`src/rtl/stereo_serial_tx.sv`:
```
module stereo_serial_tx #(
  parameter int SAMPLE_W    = 24,
  parameter int SHORT_W     = 16,
  parameter int SHORT_FRAME = 32,
  parameter int CNT_W       = 8,
  parameter int FCNT_W      = 9
) (
  input  logic                clk,
  input  logic                rst_n,
  input  logic                fmt_sel,
  input  logic                bit_clk,
  input  logic                word_clk,
  input  logic                smp_valid,
  input  logic [SAMPLE_W-1:0] smp_left,
  input  logic [SAMPLE_W-1:0] smp_right,
  output logic                ser_out
);

  localparam logic [CNT_W-1:0]  LONG_LEN  = CNT_W'(SAMPLE_W);
  localparam logic [CNT_W-1:0]  SHORT_LEN = CNT_W'(SHORT_W);
  localparam logic [FCNT_W-1:0] SHORT_CNT = FCNT_W'(SHORT_FRAME);

  logic [2:0] bclk_sh;
  logic [1:0] wclk_sh;
  logic       lr, lr_prev;
  logic [CNT_W-1:0]  cnt;
  logic [FCNT_W-1:0] fcnt;
  logic       armed, short_mode;
  logic [SAMPLE_W-1:0] pend_l, pend_r, cur_l, cur_r;

  always_ff @(posedge clk) begin
    if (!rst_n) begin
      bclk_sh <= '0;
      wclk_sh <= '0;
    end else begin
      bclk_sh <= {bclk_sh[1:0], bit_clk};
      wclk_sh <= {wclk_sh[0], word_clk};
    end
  end

  logic sclk_fall, edge_lr, is_left, prev_left, frame_start, short_next;
  logic [CNT_W-1:0] cnt_nxt;

  assign sclk_fall   = bclk_sh[2] & ~bclk_sh[1];
  assign lr          = wclk_sh[1];
  assign edge_lr     = lr ^ lr_prev;
  assign is_left     = lr ^ fmt_sel;
  assign prev_left   = lr_prev ^ fmt_sel;
  assign frame_start = edge_lr & is_left;
  assign short_next  = (frame_start & armed) ? (fcnt == SHORT_CNT) : short_mode;
  assign cnt_nxt     = edge_lr ? '0 : ((cnt == '1) ? cnt : cnt + 1'b1);

  logic                carry;
  logic [CNT_W-1:0]    sel_p, sel_w;
  logic [SAMPLE_W-1:0] sel_word, shifted;
  logic                bit_val;

  assign carry = edge_lr & fmt_sel;

  always_comb begin
    if (carry) begin
      sel_p    = cnt;
      sel_word = prev_left ? cur_l : cur_r;
      sel_w    = short_mode ? SHORT_LEN : LONG_LEN;
    end else begin
      sel_p    = cnt_nxt - {{(CNT_W-1){1'b0}}, fmt_sel};
      sel_word = frame_start ? pend_l : (is_left ? cur_l : cur_r);
      sel_w    = short_next ? SHORT_LEN : LONG_LEN;
    end
  end

  assign shifted = sel_word << sel_p;
  assign bit_val = (sel_p < sel_w) & shifted[SAMPLE_W-1];

  always_ff @(posedge clk) begin
    if (!rst_n) begin
      pend_l <= '0;
      pend_r <= '0;
    end else if (smp_valid) begin
      pend_l <= smp_left;
      pend_r <= smp_right;
    end
  end

  always_ff @(posedge clk) begin
    if (!rst_n) begin
      lr_prev    <= 1'b0;
      cnt        <= '0;
      fcnt       <= '0;
      armed      <= 1'b0;
      short_mode <= 1'b0;
      cur_l      <= '0;
      cur_r      <= '0;
      ser_out    <= 1'b0;
    end else if (sclk_fall) begin
      lr_prev <= lr;
      cnt     <= cnt_nxt;
      ser_out <= bit_val;
      if (frame_start) begin
        fcnt       <= FCNT_W'(1);
        armed      <= 1'b1;
        short_mode <= short_next;
        cur_l      <= pend_l;
        cur_r      <= pend_r;
      end else if (fcnt != '1) begin
        fcnt <= fcnt + 1'b1;
      end
    end
  end

endmodule


```
`config.mk`:
```
export PLATFORM = sky130hd
export DESIGN_NAME = stereo_serial_tx
export DESIGN_NICKNAME = d
export VERILOG_FILES = /design/src/rtl/stereo_serial_tx.sv
export SDC_FILE = /design/constraint.sdc
export NUM_CORES = 1
export LEC_CHECK = 0
export BUFFER_PORTS_ARGS = -buffer_cell sky130_fd_sc_hd__buf_2
export CORE_MARGIN = 1.5
export CORE_UTILIZATION = 35
export CTS_BUF_LIST = sky130_fd_sc_hd__clkbuf_4 sky130_fd_sc_hd__clkbuf_8 sky130_fd_sc_hd__clkbuf_16
export DETAILED_ROUTE_END_ITERATION = 7
export SKIP_LAST_GASP = 1
export SLEW_MARGIN = 5
export SYNTH_ARGS = -nofsm -noshare
export SYNTH_HDL_FRONTEND = slang
export SYNTH_SLANG_ARGS = --single-unit
```
`constraint.sdc`:
```
create_clock -name clk -period 3.8 [get_ports clk]
set_clock_uncertainty 0.15 [all_clocks]
set_input_delay 0.19 -clock clk [delete_from_list [all_inputs] [get_ports clk]]
set_output_delay 0.19 -clock clk [all_outputs]
set_load 0.005 [all_outputs]
```
# After elaboration in Yosys (flattened, before gate mapping)
# Index checks and enable logic that the tools add are counted.
# totals
elab_cells	45
in_bits	54
reg_bits	122
# op_classes
order_cmp	1
bitwise	9
eq_ne	3
shift	1
n_addsub	3
n_reduce_logical	3
n_mux	13
# op_table
operator	count
$mux 24	4
$mux 8	3
$shl 24x8->24	1
$mux 9	2
$mux 4	3
$add 9x1->9 const B	1
$eq 9x6->1 const B	1
$ne 9x9->1 const B	1
$add 8x1->8 const B	1
$eq 8x8->1 const B	1
$lt 8x8->1	1
$sub 8x1->8	1
$and 1x1->1	5
$reduce_and 2->1	2
$xor 1x1->1	3
$reduce_bool 2->1	1
$mux 1	1
$not 1->1	1

# Logic depth before layout (Yosys ltp)
# Gate-level depths: netlist of run 1.
# depth
word_depth	8
mapped_depth	16

# Worst setup path after synthesis of run 1
# No wires, ideal clock.
# synth_timing
path_kind	reg2reg
from	register cnt[1]
to	register ser_out
t_required_ns	3.571
setup_time_ns	0.079
arrival_ns	3.358
period_less_slack_ns	3.588
stages_incl_launch_ff	17
path_slack_ns	0.212
cell_sequence	dfxtp_1 -> ha_1 -> and4_4 -> buf_6 -> nand2_4 -> xor2_1 -> nand2_1 -> ha_1 -> clkbuf_2 -> and2_2 -> o22ai_1 -> a21oi_2 -> nor4_4 -> mux2i_1 -> mux2i_1 -> mux2_2 -> a211oi_2
# synth_between
elab_chain_cells	7
# synth_rtl
item	line_no	rtl
start: declaration	26	logic [CNT_W-1:0] cnt;
start signal: assignment	97	cnt <= cnt_nxt;
$add 8x1->8 or $eq 8x8->1 (tied branches)	51	assign cnt_nxt = edge_lr ? '0 : ((cnt == '1) ? cnt : cnt + 1'b1);
$mux 8 (2 in series)	51	
$sub 8x1->8	66	sel_p = cnt_nxt - {{(CNT_W-1){1'b0}}, fmt_sel};
$mux 8 (*)	61	if (carry) begin
$shl 24x8->24 or $lt 8x8->1 (tied branches)	72, 73	
$and 1x1->1 (*)	73	assign bit_val = (sel_p < sel_w) & shifted[SAMPLE_W-1];
end signal: assignment	98	ser_out <= bit_val;
end: declaration	16	output logic ser_out
# Every way passes the cells marked *; elsewhere a longest branch is shown, timed or not.
# A chain may end at the register's enable or synchronous reset.

# Final worst setup path of run 1
# layout_timing
from	register cnt[0]
to	register ser_out
# Same word-level chain as after synthesis.

==> out/qor.yml, run 1 <==
floorplanning:
  die_y_um: 139
  start_util: 0.358
  placement_rows: 49
  die_w_um: 139
  core_region_area_um2: 18000
  die-area_um2: 19200
  num_io_pins: 55
flow_run:
  drv_cap: 0
setup_path:
  start_kind: "flip-flop"
  crit_required_ns: 3.99
  critical_path.most_common_cell: "mux2i_1"
  cp-startpoint: "cnt[0]$_SDFFE_PN0P_"
  setup.worst_path.end: "ser_out$_SDFFE_PN0P_"
  endpoint_kind: "flip-flop"
  path_class: "reg -> reg"
  max_stage_delay_ns: 0.43
  crit_chain: "ha_2 -> and4_4 -> nand2_4 -> xor2_1 -> nand2_1 -> ha_1 -> and2_2 -> o22ai_1 -> a21oi_2 -> nor4_4 -> buf_4 -> mux2i_1 -> mux2i_1 -> mux2_2 -> a211oi_2"
  arrival_ns: 3.71
  cpLargestDelayFamily: "simple AND/OR/NAND/NOR gates"
  reg2reg_depth: 15
  worst-path-max-fanout: 9
  path_buf_inv: 1
  r2r_start: "cnt[0]$_SDFFE_PN0P_"
  timing.rr.end: "ser_out$_SDFFE_PN0P_"
  critPathSlowestCell: "dfxtp_1"
  path_depth: 15
  regToRegSetupSlack_ns: 0.28
synth:
  ys_ff_latch: 122
  synth_area_um2: 6430
  synth_edf_count: 0
  synth_top_area_frac: 0.380
  synth.largest_area_cell: "dfxtp_1"
  synthCells: 741
  ys_warn_count: 0
  ys_types: 66
  synth-seq-area-share: 0.380
  syn-num-nets: 801
  synth_most_common_cell: "nand2_1"
  synth_area_leaders: "dfxtp_1 38%, mux2i_1 10%, nand2_1 7.5%, a21boi_0 6.2%, nor2b_1 5.5%"
  yosys_most_used_dff: "dfxtp_1"
  synth_common_cells: "128 x nand2_1, 122 x dfxtp_1, 66 x mux2i_1"
  synthArstFlopShare: 0
  avgSynthCellArea_um2: 8.68
drt:
  wl_per_cell_um: 15.1
  drt-total-wl_um: 16000
  vias_per_cell: 5.14
  initialDrtViolationCount: 296
  post-route-drc-count: 0
  ant_nets: 0
  via_count: 5435
  first_pass_iters: 4
final_layout:
  syn_to_final_growth_pct: 23.2
  fin_nets: 876
  nFillCells: 1771
  design_area_um2: 7930
  drive_above_1_share: 0.148
  fin_util: 0.441
  antenna_cells: 0
timing:
  fin_tns_setup_ns: 0
  rsz0062_at_grt: "false"
  slew_violations: 0
  setup_viol: 0
  worst_pin_slew_ns: 0.651
  finalHoldViolCount: 0
  setup_slack_ns: 0.284
  period_share: 0.925
  max_freq_mhz: 284
  slew_headroom: 0.566
  period_needed_ns: 3.52
power:
  powerDensity_nw_per_um2: 427
  irDropWorstVdd_uv: 380
  leakage_nw: 3.00
global_routing:
  grt_max_degree: 86
  grt_pass1_vias: 5197
  antenna_found_initial: 0
  overflow: 0
  grt.total_usage: 0.173
  grt_pass1_wl_um: 26800
clocking:
  cts_buffer_depth: 2
  cts-root-buf: "clkbuf_16"
  clock_sinks: 122
  clk_pin_slew_ns: 0.06
  cts-htree-levels: 4
  cts_setup_buffers: 0
  insertion_delay_ns: 0.42
  cts_made_buffers: 17
  cts_tree: "done"
place:
  pre_cts_slack_ns: 0.243
  numPortBuffers: 54
  place_congestion: 0.883
  place_hpwl_um: 10400
  dpl_cell_area_um2: 6780
outcome:
  outcome: "finished clean"
worst_hold_path:
  hp-start: "rst_n"
  hold_path_class: "in -> reg"
==> placed cells by master, fill, tap and decap left out, drive strengths merged, types with 10 or more instances in the layout <==
cell type    count
nand2          129
dfxtp          122
buf             69
mux2i           66
nor2b           57
a21boi          53
dlygate4sd3     50
o21ai           37
a21oi           24
clkbuf          17
and3            15
a22oi           13
o22ai           13
o221ai          12
nor2            11
nand3           10
nor3b           10
==> flip-flops by register name, indices dropped and copies added, names as in the netlist <==
| name | count |
|---|---|
| pend_r | 24 |
| wclk_sh | 2 |
| cur_l | 24 |
| armed | 1 |
| cnt | 8 |
| pend_l | 24 |
| short_mode | 1 |
| cur_r | 24 |
| fcnt | 9 |
| bclk_sh | 3 |
| lr_prev | 1 |
| ser_out | 1 |
==> layout make-up <==
cell class                 instances  area, um^2  share of cell area
clock buffer                      17         425              0.0537
multi-input combinational        550        3640               0.459
sequential                       122        2440               0.308
timing repair buffer             119         896               0.113
inverter                           6        22.5             0.00284
tap                              229         287              0.0361
clock inverter                    15         215              0.0272
==> worst min path at each step <==
stage | end | cells past startpoint
global placement | bclk_sh[0]$_SDFF_PN0_ | 2
finish | fcnt[0]$_SDFFE_PN0P_ | 3
global route | fcnt[0]$_SDFFE_PN0P_ | 3
CTS | fcnt[0]$_SDFFE_PN0P_ | 3
floorplan | bclk_sh[0]$_SDFF_PN0_ | 1
detailed placement | bclk_sh[0]$_SDFF_PN0_ | 2
==> report_power, final <==
group          leakage (nW)  switching (W)  internal, W
registers             0.994      0.0000268      0.00131
logic                  1.70       0.000138     0.000151
clock network         0.308       0.000645      0.00111
==> logic make-up (layout without fill, tap and decap cells) <==
| family | Yosys count | count (layout) | share of synthesized area |
|---|---|---|---|
| AND/OR/NAND/NOR | 271 | 271 | 0.216 |
| XOR/XNOR | 6 | 6 | 0.0123 |
| buffers and inverters | 69 | 157 | 0.0566 |
| AO/OA/AOI/OAI | 200 | 200 | 0.219 |
| multiplexers | 67 | 67 | 0.104 |
| adder cells (fa/ha/maj) | 6 | 6 | 0.0117 |
| flip-flops | 122 | 122 | 0.380 |
==> worst reg2reg max path, stage by stage (launching register included) <==
cell,delay [ns]
dfxtp_1,0.43
ha_2,0.27
and4_4,0.31
nand2_4,0.08
xor2_1,0.15
nand2_1,0.10
ha_1,0.23
and2_2,0.20
o22ai_1,0.14
a21oi_2,0.09
nor4_4,0.26
buf_4,0.23
mux2i_1,0.21
mux2i_1,0.09
mux2_2,0.29
a211oi_2,0.21
==> through the flow <==
stage,total power [W],std cells,hold WS [ns]
3_3_place_gp,0.00162,976,0.260
2_1_floorplan,0.00154,741,0.167
6_report,0.00339,1058,0.163
5_1_grt,0.00352,1058,0.200
3_5_place_dp,0.00162,976,0.256
4_1_cts,0.00342,1058,0.150
==> metal layers <==
layer  track usage  part of all wire
met1         0.229              0.49
met3        0.0418             0.029
met5             0                 0
met2         0.278              0.47
met4        0.0532             0.014
==> what timing repair did <==
item	CTS	global route
setup endpoints to repair	0	1
hold buffers	50	0
hold endpoints to repair	50	0
resized for setup	0	2
Note: power is estimated with default switching activity, not from simulation.
==> inputs of run 2 (changes only) <==
- ABC_AREA: unset -> 1
==> run 2 against run 1 <==
  * Wire length down 11%
  * Fmax up 13%
  * Largest cell class unchanged
  * Via count up 1.1%
  * Highest routed layer unchanged
  * Setup slack better by 0.42 ns
  * Sequential share of layout area up 2.9 points
  * Cell area down 8.6%
  * Core utilization up 1.1 points
  * Critical path depth up 4
  * Area after synthesis down 11%
  * Count of clock-buffer cells in the layout unchanged
  * Flip-flop and latch count unchanged
==> out/qor.yml, run 2 <==
floorplanning:
  start_util: 0.360  # was 0.358
  die_y_um: 131  # was 139 um
  placement_rows: 46  # was 49
  die_w_um: 131  # was 139 um
  die-area_um2: 17200  # was 19,200 um^2
  num_io_pins: 55  # unchanged
  core_region_area_um2: 16000  # was 18,000 um^2
timing:
  fin_tns_setup_ns: 0  # unchanged
  worst_pin_slew_ns: 1.04  # was 0.651 ns
  setup_viol: 0  # unchanged
  rsz0062_at_grt: "false"  # unchanged
  period_share: 0.815  # was 0.925
  setup_slack_ns: 0.702  # was 0.284 ns
  finalHoldViolCount: 0  # unchanged
  slew_headroom: 0.306  # was 0.566
  holdWs_ns: 0.0778  # was 0.163 ns
  slew_violations: 0  # unchanged
  period_needed_ns: 3.10  # was 3.52 ns
  max_freq_mhz: 323  # was 284 MHz
clocking:
  insertion_delay_ns: 0.42  # about the same
  cts_made_buffers: 17  # unchanged
  cts_tree: "done"  # unchanged
  clk_pin_slew_ns: 0.06  # about the same
  clock_sinks: 122  # unchanged
  cts-htree-levels: 4  # unchanged
  cts-root-buf: "clkbuf_16"  # unchanged
  cts_buffer_depth: 2  # unchanged
setup_path:
  regToRegSetupSlack_ns: 0.70  # was 0.28 ns
  crit_chain: "inv_2 -> nand2_4 -> nand2_4 -> inv_2 -> a21oi_1 -> o21ai_0 -> ha_1 -> nand2_1 -> nand2_2 -> nand2_1 -> nand3_1 -> nand3_1 -> nand2_1 -> nand3_1 -> nand3_1 -> nand2_1 -> inv_1 -> nand3_1 -> a21oi_2"  # was ha_2 -> and4_4 -> nand2_4 -> xor2_1 -> nand2_1 -> ha_1 -> and2_2 -> o22ai_1 -> a21oi_2 -> nor4_4 -> buf_4 -> mux2i_1 -> mux2i_1 -> mux2_2 -> a211oi_2
  worst-path-max-fanout: 28  # was 9
  timing.rr.end: "ser_out$_SDFFE_PN0P_"  # unchanged
  reg2reg_depth: 19  # was 15
  r2r_start: "lr_prev$_SDFFE_PN0P_"  # was cnt[0]$_SDFFE_PN0P_
  endpoint_kind: "flip-flop"  # unchanged
  path_class: "reg -> reg"  # unchanged
  critPathSlowestCell: "inv_2"  # was dfxtp_1
  crit_required_ns: 4.00  # was 3.99 ns
  critical_path.most_common_cell: "nand3_1"  # was mux2i_1
  max_stage_delay_ns: 0.37  # was 0.43 ns
  start_kind: "flip-flop"  # unchanged
  arrival_ns: 3.30  # was 3.71 ns
synth:
  synth_edf_count: 0  # unchanged
  synth_common_cells: "167 x nand2_1, 122 x dfxtp_1, 109 x o21ai_0"  # was 128 x nand2_1, 122 x dfxtp_1, 66 x mux2i_1
  ys_ff_latch: 122  # unchanged
  synth_area_um2: 5760  # was 6430 um^2
  syn-num-nets: 894  # was 801
  avgSynthCellArea_um2: 6.90  # was 8.68 um^2
  yosys_most_used_dff: "dfxtp_1"  # unchanged
  synth_top_area_frac: 0.424  # was 0.380
  ys_warn_count: 0  # unchanged
  synth_most_common_cell: "nand2_1"  # unchanged
  synthCells: 834  # was 741
  synth.largest_area_cell: "dfxtp_1"  # unchanged
  synth_area_leaders: "dfxtp_1 42%, nand2_1 11%, o21ai_0 9.5%, nand3_1 6.0%, inv_1 5.9%"  # was dfxtp_1 38%, mux2i_1 10%, nand2_1 7.5%, a21boi_0 6.2%, nor2b_1 5.5%
  synthArstFlopShare: 0  # unchanged
  ys_types: 31  # was 66
  synth-seq-area-share: 0.424  # was 0.380
drt:
  post-route-drc-count: 0  # unchanged
  via_count: 5497  # was 5,435
  drt-total-wl_um: 14200  # was 16,000 um
  initialDrtViolationCount: 316  # was 296
  first_pass_iters: 5  # was 4
  vias_per_cell: 4.81  # was 5.14
  wl_per_cell_um: 12.4  # was 15.1 um
  ant_nets: 0  # unchanged
final_layout:
  antenna_cells: 0  # unchanged
  fin_util: 0.453  # was 0.441
  nFillCells: 1650  # was 1,771
  fin_nets: 975  # was 876
  finalNonFillerCells: 1144  # was 1,058
  syn_to_final_growth_pct: 25.8  # was 23.2%
  final_cell_mix: "167 x nand2_1, 122 x dfxtp_1, 109 x o21ai_0"  # was 128 x nand2_1, 120 x dfxtp_1, 66 x mux2i_1
  drive_above_1_share: 0.128  # was 0.148
  layout_commonest_cell: "nand2_1"  # unchanged
place:
  place_congestion: 0.858  # was 0.883
  numPortBuffers: 54  # unchanged
  pre_cts_slack_ns: 0.731  # was 0.243 ns
  placed_cells: 1062  # was 976
  place_hpwl_um: 9180  # was 10,400 um
global_routing:
  antenna_found_initial: 0  # unchanged
  grt_max_degree: 74  # was 86
  grt_pass1_vias: 5248  # was 5,197
  grt_pass1_wl_um: 24200  # was 26,800 um
  grt.total_usage: 0.172  # was 0.173
  overflow: 0  # unchanged
outcome:
  outcome: "finished clean"  # unchanged
worst_hold_path:
  hold_path_class: "in -> reg"  # unchanged
  hp-start: "rst_n"  # unchanged
  hold_end: "wclk_sh[0]$_SDFF_PN0_"  # was fcnt[0]$_SDFFE_PN0P_
  hold_depth: 3  # unchanged
power:
  powerDensity_nw_per_um2: 468  # was 427 nW/um^2
  leakage_nw: 3.06  # was 3.00 nW
  irDropWorstVdd_uv: 308  # was 380 uV
flow_run:
  drv_cap: 0  # unchanged
## run 2: cell count changes in the layout (fill, tap and decap cells not counted), moves of 39 or more
cell / delta
mux2i_1: -66
a21boi_0: -53
nor2_1: +69
nand2_1: +39
inv_1: +85
nor2b_1: -57
o21ai_0: +72
nand3_1: +59
## run 2: logic make-up after synthesis
kind of cell,synth area share
xor+xnor,0.00152
compound gates,0.167
fa+ha+maj,0.0130
flops,0.424
simple gates,0.294
buf+inv,0.100
## run 2: final cells by class
cell class                      instances  area [um^2]  share of cell area
Clock buffer                           17          425              0.0587
Clock inverter                         15          200              0.0276
Inverter                               97          364              0.0503
Multi-Input combinational cell        569         2740               0.378
Sequential cell                       122         2440               0.337
Tap cell                              216          270              0.0373
Timing Repair Buffer                  108          801               0.111
## run 2: worst max path at each step
stage | start | to | slack (ns) | depth (start not counted)
2_1_floorplan | cnt[0]$_SDFFE_PN0P_ | ser_out$_SDFFE_PN0P_ | 1.15 | 18
3_5_place_dp | lr_prev$_SDFFE_PN0P_ | ser_out$_SDFFE_PN0P_ | 0.73 | 19
3_3_place_gp | cnt[0]$_SDFFE_PN0P_ | ser_out$_SDFFE_PN0P_ | 0.77 | 18
4_1_cts | lr_prev$_SDFFE_PN0P_ | ser_out$_SDFFE_PN0P_ | 0.72 | 19
6_report | lr_prev$_SDFFE_PN0P_ | ser_out$_SDFFE_PN0P_ | 0.70 | 19
5_1_grt | lr_prev$_SDFFE_PN0P_ | ser_out$_SDFFE_PN0P_ | 0.25 | 18
## run 2: what timing repair did
item,in CTS,in global routing
buffers inserted,0,0
resized for setup,0,0
endpoints found under the hold margin,50,0
hold buffers,50,0
## run 2: report_power, final
| group | total (W) | internal, W | leakage [nW] | switching (W) |
|---|---|---|---|---|
| clock network | 0.00170 | 0.00110 | 0.295 | 0.000600 |
| logic | 0.000350 | 0.000135 | 1.77 | 0.000215 |
| registers | 0.00134 | 0.00132 | 0.997 | 0.0000191 |
| total | 0.00339 | 0.00255 | 3.06 | 0.000834 |
## run 2: through the flow
step | power (W) | instance area (um^2)
after floorplan | 0.00160 | 5760
after global placement | 0.00168 | 6120
after detailed placement | 0.00168 | 6120
after CTS | 0.00342 | 7240
after global routing | 0.00353 | 7240
final | 0.00339 | 7240
## run 2: per-layer routing
metal	global-route usage	wire, um
met4	0.0710	243
met2	0.295	6880
met5	0	0
met1	0.205	6640
met3	0.0413	453
## run 2: worst max-delay path, delay by kind of cell, from the launching register on
family	cells	cell delay (ns)
fa+ha+maj	1	0.33
compound gates	3	0.37
simple gates	12	1.35
flops	1	0.34
buf+inv	3	0.49
